$ cat src/rtl/adc_pk_pkg.sv
package adc_pk_pkg;
  localparam int NUM_BUS          = 2;
  localparam int SAMPLES_PER_WORD = 4;

  typedef enum logic {
    PK_DUAL   = 1'b0,
    PK_SINGLE = 1'b1
  } pk_mode_e;
endpackage

$ cat src/rtl/adc_pk_capture.sv
// Captures one DDR bus: rising-edge sample and falling-edge sample.
// The falling-edge register is read only by rising-edge logic downstream,
// which re-times it into the rising-edge domain.
module adc_pk_capture #(
  parameter int SAMPLE_W = 12
) (
  input  logic                clk,
  input  logic [SAMPLE_W-1:0] din,
  output logic [SAMPLE_W-1:0] rise_q,
  output logic [SAMPLE_W-1:0] fall_q
);
  always_ff @(posedge clk) begin
    rise_q <= din;
  end

  always_ff @(negedge clk) begin
    fall_q <= din;
  end
endmodule

$ cat src/rtl/adc_pk_ctrl.sv
// Tracks the active mode and marks captured periods as usable.
// A period is unusable if reset or a mode change is seen at its rising edge.
module adc_pk_ctrl
  import adc_pk_pkg::*;
(
  input  logic clk,
  input  logic rst,
  input  logic mode_single_i,
  output logic single_o,
  output logic stage_vld_o
);
  pk_mode_e mode_q;
  logic     mode_same;

  assign mode_same = (pk_mode_e'(mode_single_i) == mode_q);
  assign single_o  = (mode_q == PK_SINGLE);

  always_ff @(posedge clk) begin
    mode_q <= pk_mode_e'(mode_single_i);
    if (rst) begin
      stage_vld_o <= 1'b0;
    end else begin
      stage_vld_o <= mode_same;
    end
  end
endmodule

$ cat src/rtl/adc_pk_packer.sv
// Orders the captured samples into a four-sample word. In single-bus mode
// the first period of a pair is held and combined with the second.
module adc_pk_packer
  import adc_pk_pkg::*;
#(
  parameter int SAMPLE_W = 12,
  localparam int WORD_W  = SAMPLES_PER_WORD * SAMPLE_W,
  localparam int HALF_W  = WORD_W / 2
) (
  input  logic                clk,
  input  logic                rst,
  input  logic                stage_vld,
  input  logic                single,
  input  logic [SAMPLE_W-1:0] rise_a,
  input  logic [SAMPLE_W-1:0] rise_b,
  input  logic [SAMPLE_W-1:0] fall_a,
  input  logic [SAMPLE_W-1:0] fall_b,
  output logic [WORD_W-1:0]   word_o,
  output logic                valid_o
);
  logic              phase_q;
  logic [HALF_W-1:0] hold_q;
  logic [HALF_W-1:0] pair_a;

  // two samples of bus A in time order, earliest lowest
  assign pair_a = {fall_a, rise_a};

  always_ff @(posedge clk) begin
    if (rst || !stage_vld) begin
      phase_q <= 1'b0;
      valid_o <= 1'b0;
    end else if (!single) begin
      word_o  <= {fall_b, fall_a, rise_b, rise_a};
      valid_o <= 1'b1;
      phase_q <= 1'b0;
    end else if (!phase_q) begin
      hold_q  <= pair_a;
      valid_o <= 1'b0;
      phase_q <= 1'b1;
    end else begin
      word_o  <= {pair_a, hold_q};
      valid_o <= 1'b1;
      phase_q <= 1'b0;
    end
  end
endmodule

$ cat src/rtl/adc_ddr_packer.sv
module adc_ddr_packer
  import adc_pk_pkg::*;
#(
  parameter int SAMPLE_W = 12,
  localparam int WORD_W  = SAMPLES_PER_WORD * SAMPLE_W
) (
  input  logic                clk,
  input  logic                rst,
  input  logic                mode_single_i,
  input  logic [SAMPLE_W-1:0] bus_a_i,
  input  logic [SAMPLE_W-1:0] bus_b_i,
  output logic [WORD_W-1:0]   word_o,
  output logic                word_valid_o
);
  logic [SAMPLE_W-1:0] bus_in [NUM_BUS];
  logic [SAMPLE_W-1:0] rise_s [NUM_BUS];
  logic [SAMPLE_W-1:0] fall_s [NUM_BUS];
  logic                mode_lat;
  logic                stage_vld;
  logic [SAMPLE_W-1:0] rise_a;

  assign bus_in[0] = bus_a_i;
  assign bus_in[1] = bus_b_i;
  assign rise_a    = rise_s[0];

  for (genvar g = 0; g < NUM_BUS; g++) begin : g_cap
    adc_pk_capture #(.SAMPLE_W(SAMPLE_W)) u_cap (
      .clk    (clk),
      .din    (bus_in[g]),
      .rise_q (rise_s[g]),
      .fall_q (fall_s[g])
    );
  end

  adc_pk_ctrl u_ctrl (
    .clk           (clk),
    .rst           (rst),
    .mode_single_i (mode_single_i),
    .single_o      (mode_lat),
    .stage_vld_o   (stage_vld)
  );

  adc_pk_packer #(.SAMPLE_W(SAMPLE_W)) u_pack (
    .clk       (clk),
    .rst       (rst),
    .stage_vld (stage_vld),
    .single    (mode_lat),
    .rise_a    (rise_s[0]),
    .rise_b    (rise_s[1]),
    .fall_a    (fall_s[0]),
    .fall_b    (fall_s[1]),
    .word_o    (word_o),
    .valid_o   (word_valid_o)
  );
endmodule

$ cat config.mk
export PLATFORM = sky130hd
export DESIGN_NAME = adc_ddr_packer
export DESIGN_NICKNAME = d
export VERILOG_FILES = /design/src/rtl/adc_pk_pkg.sv /design/src/rtl/adc_pk_capture.sv /design/src/rtl/adc_pk_ctrl.sv /design/src/rtl/adc_pk_packer.sv /design/src/rtl/adc_ddr_packer.sv
export SDC_FILE = /design/constraint.sdc
export NUM_CORES = 1
export LEC_CHECK = 0
export BUFFER_PORTS_ARGS = -buffer_cell sky130_fd_sc_hd__buf_4
export CAP_MARGIN = 20
export CORE_UTILIZATION = 45
export DETAILED_ROUTE_END_ITERATION = 7
export PLACE_DENSITY = 0.67
export SYNTH_ARGS = -nofsm -noshare
export SYNTH_HDL_FRONTEND = slang
export SYNTH_SLANG_ARGS = --single-unit
export TNS_END_PERCENT = 1
$ cat constraint.sdc
create_clock -name clk -period 7.1 [get_ports clk]
set_input_delay 1.42 -clock clk [delete_from_list [all_inputs] [get_ports clk]]
set_output_delay 1.42 -clock clk [all_outputs]
set_load 0.1 [all_outputs]
* Word level (Yosys, flattened, before mapping) *
Index checks and enable logic that the tools add are counted.
Widths: inputs -> output; s select.

word-level totals
  flip-flop bits (word level) = 124
  output and inout port bits = 49
  input bits = 27
  logic and storage cells = 25

cells by class
  multiplexer cells = 5
  reductions and logical operators = 5
  bitwise logic cells = 3
  equal/unequal tests = 2

operators with widths
  operator            count
  $mux 48             2
  $mux 1              3
  $not 1->1           3
  $reduce_and 3->1    1
  $ne 2x1->1 const B  1
  $reduce_and 2->1    1
  $reduce_or 2->1     1
  $eq 1x1->1          1
  $logic_not 1->1     1
  $logic_or 1x1->1    1

* Logic depth before layout (Yosys ltp) *
Gate-level depths: netlist of run 1.

  depth after elaboration = 4
  depth in mapped cells = 4
  mapped depth without buffers = 2

* By module *
From an unflattened synthesis of run 1, not the netlist that was laid out.

unflattened totals
  cells, all modules = 186
  area, all modules = 3890.0 um^2

by module, submodules not included
  module          sequential area each (um^2)  cells each  times used  area each (um^2)
  adc_pk_packer   2202.1                       132         1           2869.0
  adc_pk_capture  480.5                        25          2           484.2
  adc_pk_ctrl     40.0                         4           1           52.6

==> results.md, run 1 <==
- The placeable core region is 0.00826 mm².
- The static power due to leakage is roughly 2.1 nW.
- The clock transition at the registers of the reported paths is 50 ps.
- The worst setup path is launched from a primary input.
- The total routing usage reported by global routing is roughly 15%.
- Pin placement for this block handled 76 I/O pins.
- The setup TNS is 0 ps.
- When the netlist entered floorplanning its net count stood at roughly 210.
- For this run, the number of Yosys warnings is 0.
- The count of clock tree sinks is between 100 and 150.
- TritonCTS built the clock tree.
- The clock root buffer is clkbuf_8.
- Setup repair after global routing left no endpoint under its margin.
- The via total after detailed routing is slightly below 2000.
- The mean cell area of the mapped netlist is 20.8 µm².
- The number of setup buffers added after CTS is 0.
- Cells with a size suffix above 1 make up 51.0% of the layout.
- Once placement finished, the instance area stood at about 0.0045 mm².
- The count of buffers added on input and output ports is between 70 and 80.
- VDD sags by at most around 0.18 mV.
- In this run the worst path has a maximum fanout of 2.
- The max-slew violation count is 0.
- The post-synthesis instance area is around 0.0039 mm².
- The share of the yosys chip area belonging to registers is roughly 83%.
- Max-cap violations in this run came to 0.
- The floorplan step defined a die boundary enclosing 0.00899 mm².
- The starting density of the core is 47.0%.
- In the routed design, unresolved DRC markers number 0.
- The number of vias per cell is about 4.6.
- The number of global-route vias before repair is roughly 1900.
- Together, buffers and inverters on the worst path number 1.
- In this run, the number of DRC markers left after iteration 0 of detailed routing was 63.
- The count of nets left with antenna violations once routing finished came out at 0.
- The filler cells instantiated in the layout total 619.
- Measured against its own limit, the worst slew margin works out to a little under three fifths.
- The buffer levels on the longest clock path is 2.
- In the final layout, the multi-input gates occupy between 600 and 700 µm².
- The total CTS buffers is 17.
- The die is ~95 µm wide.
- Between clock sinks in the finished design, the worst skew comes to 23.9 ps.
- The worst hold-check path type is flop to flop.
- After technology mapping, the gate count stands at roughly 190.
- The half-perimeter wire length after placement is 3.58 mm.
- The signal arrival time at the worst endpoint is approximately 1500 ps.
- The stage delay of the slowest cell on the critical path is about 120 ps.
- The number of antenna violations at the first check in global routing is 0.
- The clock insertion delay at the later pin of the skew report is approximately 490 ps.
- The final number of hold-violating endpoints is 0.
- The hold-fix buffer count after cts is 0.
- Relative to the synthesized area, the layout overhead comes to 35.5%.
- The first global-routing pass estimated 9.28 mm of wire.
- The power per standard cell area is 349 mW/mm².
- The finished cells cover ~0.0053 mm².
- The data required time of the critical path is approximately 3900 ps.
- Post-CTS repair changed the size of 0 cells.
- On the critical path the largest part of the delay comes from buffers and inverters.
- The die is between 90 and 100 µm tall.
- 0 antenna diodes ended up in the layout.
- Summed over all layers, the global routing overflow is 0.
- The count of unique library cells instantiated by Yosys is 11.
- The capturing element type of the critical path is a flop.
- Entering global routing, the biggest net connects 50 pins.
- The synthesis-stage register bit count is 124.
- The number of endpoints failing setup at the final stage is 0.
- The standard cell with the maximum stage delay on the critical path is buf_4.
- The total length of routed wires is around 6 mm.
- The number of nets at the end of the flow is 328.
- The reg-to-reg setup timing slack is ~2700 ps.
- In the final routed layout, each cell accounts on average for ~14 µm.
- The slew at the pin closest to its max-slew limit is ~660 ps.
- The deepest level of the CTS H-tree is 4.
- The number of detailed-routing iterations run before antenna repair is 4.
- The number of core rows is 33.
- The global placement routability congestion is about 0.65.
- Traced cell by cell, the critical path runs through buf_4.
- The flow ran to the end, and the final reports show no timing, DRC or antenna violations.
- Summing all flip-flop and latch instances after layout gives about 0.0032 mm².
- The setup path with the least slack is of type primary input to flop.
power breakdown:
group | internal [mW] | switching, mW
logic | 0.0371 | 0.0698
registers | 0.791 | 0.00962
clock network | 0.600 | 0.326
stage by stage:
step / hold slack (ps) / power [mW] / setup slack, ps / util, % / cells
3_5_place_dp: 438 / 0.943 / 1890 / 54.8 / 363
4_1_cts: 452 / 1.85 / 2400 / 63.5 / 418
3_3_place_gp: 432 / 0.941 / 1890 / 54.8 / 363
2_1_floorplan: 421 / 0.915 / 1600 / - / 186
5_1_grt: 462 / 1.90 / 2400 / 63.6 / 419
6_report: 451 / 1.83 / 2370 / 63.6 / 419
sequential cells by signal (all words and copies together), names as in the netlist:
register            flops
g_cap.u_cap.fall_q     24
g_cap.u_cap.rise_q     24
u_ctrl.single_o         1
u_ctrl.stage_vld_o      1
u_pack.hold_q          24
u_pack.phase_q          1
u_pack.valid_o          1
u_pack.word_o          48
cell usage in the layout (no fill, tap or decap), drive strengths merged:
master and n:
and3b 2, dfxtp 52, clkinvlp 1, xor2 1, nor2 1, edfxtp 72
buf 79, inv 28, nor2b 1, clkbuf 23, bufinv 2, mux2 48
nor3b 2, clkinv 2
routing by layer:
layer	up-vias	GRT usage, %	wire (µm)
met5	-	0	0
met4	0	7.95	94
met3	10	6.20	338
met2	65	23.0	2930
met1	934	16.9	2590
li1	926	-	-
kinds of logic after synthesis:
kind of cell | after synthesis | synth area share (%)
xor gates and xnor gates | 1 | 0.226
buffers and inverters | 7 | 1.94
DFF | 124 | 82.6
muxes | 48 | 13.9
and+or+nand+nor | 6 | 1.29
Yosys cell counts, drive strengths merged:
cell type	number	area, µm²
xor2	1	8.76
dfxtp	52	1040
and3b	2	17.5
nor2b	1	13.8
mux2	48	541
inv	1	3.75
nor2	1	3.75
buf	6	71.3
nor3b	2	15.0
edfxtp	72	2160
cell type report:
class | count | area share [%]
Tap cell | 105 | 2.50
Clock inverter | 33 | 3.74
Clock buffer | 23 | 9.91
Multi-Input combinational cell | 55 | 11.5
Sequential cell | 124 | 61.0
Timing Repair Buffer | 79 | 11.4
final timing paths:
kind / depth (start not counted) / start / endpoint
max: 1 / bus_b_i[0] / g_cap[1].u_cap.fall_q[0]$_DFF_N_
min: 0 / g_cap[0].u_cap.rise_q[7]$_DFF_P_ / u_pack.hold_q[7]$_DFFE_PP_
max reg2reg: 1 / g_cap[0].u_cap.fall_q[3]$_DFF_N_ / u_pack.word_o[39]$_DFFE_PP_
min reg2reg: 0 / g_cap[0].u_cap.rise_q[7]$_DFF_P_ / u_pack.hold_q[7]$_DFFE_PP_
(Power assumes the default switching activity.)
==> run 2, diff against run 1 <==
PLACE_DENSITY = 0.7   (was 0.67)
clock period = 4.3 ns   (was 7.1 ns; I/O delays follow)
==> run 2 against run 1 <==
Against the previous run:
- utilization is 0.15 points lower
- setup slack worse by 1000 ps
- cell count is 0.24% lower
- clock power is 60% higher
- critical path depth stayed put
- clock skew hardly changed
- via count is 2.8% lower
- routed wire length is 2.8% lower
- sequential power is 65% higher
- non-clock buffer count is 1 lower
- largest cell class unchanged
- highest routed layer unchanged
==> results.md, run 2 (synthesized netlist as in run 1, its figures left out) <==
- Summed over all layers, the global routing overflow is 0.
- The largest register by flop count is u_pack.word_o.
- The count of buffers inserted at the top-level ports is 75.
- The capturing element type of the critical path is a flop.
- The flow ran to the end, and the final reports show no timing, DRC or antenna violations.
- The total I/O pin count is 76.
- The first global-routing pass estimated between 9 and 10 mm of wire.
- Detailed placement finished with a half-perimeter wire length of 3.61 mm.
- In this run the worst path has a maximum fanout of 3.
- The total routing usage reported by global routing is between 10% and 20%.
- In this design, the stage delay of the slowest critical-path cell is a little over 300 ps.
- The power per standard cell area is between 500 and 600 mW/mm².
- The slowest stage of the critical path belongs to the cell dfxtp_1.
- 0 antenna diodes ended up in the layout.
- The path with the worst hold slack has its endpoint at u_pack.hold_q[6]$_DFFE_PP_.
- In this run the register-to-register setup slack is 1330 ps.
- The number of buffers and inverters on the critical path is 0.
- Among cell families on the critical path, the largest total delay comes from flip-flops.
- The number of nets at the end of the flow is 327.
- The number of core rows is 33.
- In this run the critical register-to-register path is launched from g_cap[0].u_cap.fall_q[0]$_DFF_N_.
- The later pin in the worst-skew pair is clocked with a latency of 490 ps.
- The most frequent standard cell in the layout excluding fill and tap cells is buf_4.
- At the worst endpoint, the arrival time is 3200 ps.
- For this run, design rule violations remaining after detail routing come to 0.
- The core region is between 0.008 and 0.009 mm².
- Across all layers, the routed design uses roughly 1900 vias.
- The slack of the critical path is 1330 ps.
- The number of antenna violations at the first check in global routing was 0.
- The static power due to leakage is about 2.1 nW.
- Adding up every negative setup slack in the final design gives 0 ps.
- Setup violations remaining at the end of the flow were counted as 0.
- OpenSTA, run right after detailed placement, puts the worst setup slack at roughly 1100 ps.
- CTS placed an instance of clkbuf_8 at the clock tree root.
- For this block, the initial DRC count from the detailed router was 49.
- After clock tree synthesis, the clock-pin slew on the worst setup and hold paths is about 60 ps.
- The number of gates given a new drive strength after cts is 0.
- The library cells used most frequently in the layout, excluding fill and tap cells, are buf_4, edfxtp_1, dfxtp_1.
- The chip width is around 95 µm.
- Of the cells placed in the final design, the portion with a size suffix greater than 1 is between 50% and 60%.
- The overall die height is approximately 95 µm.
- The global placement routability congestion is about 0.66.
- The number of cells traversed by the worst hold path is 0.
- Walking the worst path, the cells encountered are mux2_2.
- The final hold slack is around 450 ps.
- Across the VDD grid, the largest voltage drop is approximately 0.4 mV.
- Entering global routing, the biggest net connects 50 pins.
- For the final database, setup skew stands at 24.1 ps.
- The final number of hold-violating endpoints is 0.
- The first detailed-routing pass ran for 4 iterations.
- The number of global-route vias before repair is slightly below 2000.
- The max-slew violation count is 0.
- The CTS tree is built.
- The clock tree synthesis step divided the H-tree into 4 levels.
- The hold-fix buffer count after cts is 0.
- The length in cells of the worst reg-to-reg path is 1.
- TritonCTS created 17 clock buffers.
- The buffer levels on the longest clock path is 2.
- The worst hold-check path type is flop to flop.
- The post-detailed-route wirelength per cell is ~14 µm.
- The critical path is of the flop to flop type.
- Data on the critical path is required at its endpoint by between 4000 and 5000 ps.
- The max-cap check violation count is 0.
- The count of nets left with antenna violations once routing finished came out at 0.
- The count of clock tree sinks is 124.
- STA classifies the critical path startpoint as a flop.
- The total length of routed wires is 5.79 mm.
- The slew at the pin closest to its max-slew limit is 901 ps.
- The endpoint identified for the worst register-to-register timing path is u_pack.word_o[36]$_DFFE_PP_.
- The register with the most flip-flops in the layout has between 40 and 50 of them.
- The area growth from synthesis to layout is 35.2%.
- The starting density of the core is a little under half.
- Setup repair after global routing left no endpoint under its margin.
- The number of vias per cell is between 4 and 5.
- The startpoint identified for the worst hold timing path is g_cap[0].u_cap.rise_q[6]$_DFF_P_.
- The floorplan step defined a die boundary enclosing 0.00899 mm².
- The relative slew slack is 39.8%.
- In this run the post-CTS setup repair buffer count came out at 0.
## run 2: how the worst max path moves through the flow
stage,startpoint,end,slack (ps),cells past startpoint
finish,g_cap[0].u_cap.fall_q[0]$_DFF_N_,u_pack.word_o[36]$_DFFE_PP_,1330,1
global route,g_cap[0].u_cap.fall_q[11]$_DFF_N_,u_pack.word_o[47]$_DFFE_PP_,1320,1
CTS,g_cap[0].u_cap.fall_q[0]$_DFF_N_,u_pack.word_o[36]$_DFFE_PP_,1340,1
detailed placement,bus_b_i[6],g_cap[1].u_cap.fall_q[6]$_DFF_N_,1050,1
global placement,bus_b_i[6],g_cap[1].u_cap.fall_q[6]$_DFF_N_,1050,1
floorplan,rst,u_pack.word_o[0]$_DFFE_PP_,1080,1
## run 2: power by group
group          internal (mW)  switching (mW)  total [mW]
logic                 0.0620           0.115       0.177
registers               1.31          0.0158        1.32
clock network          0.932           0.546        1.48
total                   2.30           0.677        2.98
## run 2: cell type report
type,instances,area (µm²)
flip-flops and latches,124,3200
fillers,622,3020
repair buffers,78,598
clock buffers,20,469
multi-input cells,55,611
clock inverters,36,228
well taps,105,131
## run 2: metal layers
metal,share of wire (%),wire length (µm),track usage (%)
met1,46,2660,17.2
met2,48,2760,22.8
met3,5.5,317,6.20
met4,0.78,45,6.82
met5,0,0,0
## run 2: metrics by stage
stage               instances  power [mW]  util (%)  area [µm²]
floorplan                 186        1.51         -        3880
global placement          363        1.56      55.1        4550
detailed placement        363        1.56      55.1        4550
CTS                       418        3.01      63.5        5240
global route              418        3.09      63.5        5240
finish                    418        2.98      63.5        5240
==> run 3, diff against run 2 <==
ABC_AREA = 1   (was default)
clock period = 2.5 ns   (was 4.3 ns; I/O delays follow)
==> run 3 against run 2 <==
Against the previous run:
- synthesized cell count up 51%
- non-clock buffer count up 3
- via count up 21%
- hold slack worse by 360 ps
- die area down 0.38%
- area after synthesis down 0.39%
- largest power group unchanged
==> results.md, run 3 <==
- Fill cells in the final layout number 628.
- After floorplanning, the core was divided into 33 placement rows.
- The total nets after synthesis is about 310.
- In the final layout, the multi-input gates occupy between 500 and 600 µm².
- The deepest level of the CTS H-tree is 4.
- The kind of launch point of the worst setup path is a flop.
- Counting every instance in the synthesized netlist gives between 200 and 300.
- Global routing finished with a remaining overflow of 0.
- The post-route antenna net violation count is 0.
- The number of global-route vias before repair is around 2100.
- Leaving out fill and tap cells, the most frequent cells in the layout are nand2_1, buf_4, edfxtp_1.
- The count of unique library cells instantiated by Yosys is 13.
- The register with the most flip-flops in the layout has 48 of them.
- In the post-synthesis netlist, the biggest area contributors are edfxtp_1, dfxtp_1, nand2_1, o21ai_0, inv_1.
- TritonCTS built the clock tree.
- In this design, the largest share of critical-path delay is due to flip-flops.
- The capturing element type of the critical path is a flop.
- The data required time of the critical path is around 2700 ps.
- The mean cell area of the mapped netlist is 13.7 µm².
- After clock tree synthesis, the repair step resized 0 gates.
- The run finished with clean final reports.
- Once placement completed, the tool counted placed cells totaling ~460.
- The number of endpoints failing setup at the final stage is 0.
- The worst pin sits at a relative slew slack of 66.1%.
- The cell count along the critical path is 2.
- The final number of hold-violating endpoints is 0.
- Summing every instance area after synthesis gives about 0.0039 mm².
- In the synthesized netlist the dominant register cell turns out to be edfxtp_1.
- The signal on the critical path passes through nand2_1, o21ai_0.
- In this run the worst path has a maximum fanout of 3.
- Cell internal power was estimated by the tool at just under 4 mW.
- Once the floorplan was initialized, standard cells occupied between 40 and 50% of the core.
- The chip width is 94.6 µm.
- Along the worst hold path, the cell count comes to 1.
- Among all stages on the critical path, the largest delay is contributed by dfxtp_1.
- The max-slew violation count came to 0.
- Net switching is about 23% of the power.
- After the flow finishes, the layout carries non-filler instances totaling 511.
- The biggest area contributor in the post-synthesis netlist is edfxtp_1.
- The stage delay of the slowest cell on the critical path is approximately 330 ps.
- Max-cap violations in this run came to 0.
- For this design the ratio of total power to cell area is 969 mW/mm².
- Sequential cells burn between 40% and 50% of the power.
- For this run, the register share of the synthesized area comes to roughly 83%.
- The proportion of layout cells with a drive suffix above 1 is about 28%.
- Counting every sink on the clock net gives 124.
- In the final design database the tool counted 420 nets.
- The worst clock skew is roughly 28 ps.
- STA puts the critical path data arrival time at between 2000 and 2500 ps.
- For the pin with the worst max-slew slack, the measured transition is a little over 500 ps.
- The min-delay analysis places its worst path in the category primary input to flop.
- The number of DRC markers after the initial detailed-route iteration is between 80 and 90.
- The area share of the largest cell type after synthesis is a little under three fifths.
- The die covers 0.00896 mm².
- Counting both buffers and inverters, the worst setup path holds a total of 0.
- The hold-fix buffer count after cts is 0.
- The synthesized design contains roughly 120 register bits.
- The number of inserted diodes is 0.
- The clock passes through at most 2 buffers.
- The congestion estimate from routability-driven global placement came to around 0.72.
- The number of antenna violations at the first check in global routing is 0.
- The library cell used most frequently in the layout, excluding fill and tap cells, is nand2_1.
- Summing all flip-flop and latch instances after layout gives 0.00320 mm².
- The pre-antenna-repair detailed-routing pass consisted of 4 iterations.
- The clock root buffer is clkbuf_8.
- The total net switching power is roughly 1.2 mW.
- The number of post-CTS setup repair buffers is 0.
- The count of flip-flops with a built-in enable after synthesis is between 70 and 80.
- VDD sags by at most about 0.49 mV.
- The routed design has 6.60 mm of wire.
- The wire-length estimate of the detail-placed layout is 4.11 mm.
- Counting flops with an async set or reset pin after synthesis yields a share of 0%.
- The placeable core region is 0.00826 mm².
- The first global-routing pass estimated around 10 mm of wire.
- In this run the static leakage power is 2.30 nW.
- After layout, the design draws a total of around 5.1 mW.
- Input and output buffers added on the ports amount to 75.
- The die is 94.6 µm tall.
- The clock power share is ~50%.
- The total routing usage reported by global routing is between 10% and 20%.
- The setup TNS is 0 ps.
- The total I/O pin count is 76.
- The number of vias per cell is roughly 4.5.
- Entering global routing, the biggest net connects 52 pins.
- Across all layers, the routed design uses approximately 2300 vias.
- The number of cells on the worst reg-to-reg path is 2.
- For this run, the number of Yosys warnings is 0.
- The later pin in the worst-skew pair is clocked with a latency of a little over 500 ps.
- The kind of critical path is flop to flop.
- The commonest cells after synthesis are nand2_1, edfxtp_1, dfxtp_1.
- Buffers inserted during clock tree synthesis total 17.
- Yosys instantiated no cell more often than nand2_1.
- Per report_power, the combinational group accounts for between 6 and 7% of the total.
- The largest register by flop count is u_pack.word_o.
- Setup repair after global routing left no endpoint under its margin.
- The post-detailed-route wirelength per cell is 12.9 µm.
- The area overhead of the layout relative to synthesis is 35.3%.
- The clock transition at the registers of the reported paths is approximately 50 ps.
- The DRC violation count after routing is 0.
[run 3: cell types whose count changed in the layout (fill, tap and decap cells not counted), sizes merged, moves of 2 or more]
cell	change
nor2	+3
o21ai	+24
clkbuf	+2
nand2	+100
buf	+3
and3b	-2
nor3b	-2
inv	+13
a21oi	+2
mux2	-48
[run 3: power groups by stage]
stage | Combinational, mW | Clock (mW) | Sequential, mW
2_1_floorplan | 0.0858 | 0.0612 | 2.45
3_3_place_gp | 0.303 | 0.0612 | 2.31
3_5_place_dp | 0.309 | 0.0612 | 2.31
4_1_cts | 0.310 | 2.52 | 2.28
5_1_grt | 0.333 | 2.64 | 2.28
6_report | 0.309 | 2.48 | 2.28
[run 3: area by class of cell]
type                       instances  area share, %
clock inverter                    34           3.71
tap                              105           2.51
timing repair buffer              81           12.0
clock buffer                      22           9.08
inverter                          15           1.13
multi-input combinational        130           10.2
sequential                       124           61.3
[run 3: logic make-up after synthesis]
| logic type | Yosys count | share of synthesized area (%) |
|---|---|---|
| simple gates | 104 | 10.1 |
| compound gates | 26 | 3.37 |
| buf+inv | 27 | 3.60 |
| flops | 124 | 82.9 |
[run 3: path summary, 6_finish.rpt]
check | startpoint | endpoint | slack [ps]
worst max register to register | g_cap[0].u_cap.fall_q[4]$_DFF_N_ | u_pack.word_o[28]$_DFFE_PP_ | 500
worst max-delay path | g_cap[0].u_cap.fall_q[4]$_DFF_N_ | u_pack.word_o[28]$_DFFE_PP_ | 500
worst min-delay path | bus_b_i[0] | g_cap[1].u_cap.rise_q[0]$_DFF_P_ | 90
worst min register to register | g_cap[0].u_cap.rise_q[5]$_DFF_P_ | u_pack.hold_q[5]$_DFFE_PP_ | 430
[run 3: stage by stage]
stage                     instance area, µm²  setup WS [ps]  util (%)  hold WS [ps]
final                                   5230            499      63.3          91.5
after global routing                    5230            455      63.3          72.1
after CTS                               5200            493      62.9          70.3
after detailed placement                4530            206      54.9           416
after global placement                  4530            256      54.9           412
after floorplan                         3870           61.4         -           408
[run 3: layer usage]
layer  wire length, µm  vias to the layer above  track usage, %
li1                  -                     1153               -
met2              3310                       66            25.3
met4               122                        0            9.09
met1              2690                     1046            19.0
met3               480                       14            6.28
met5                 0                        -               0
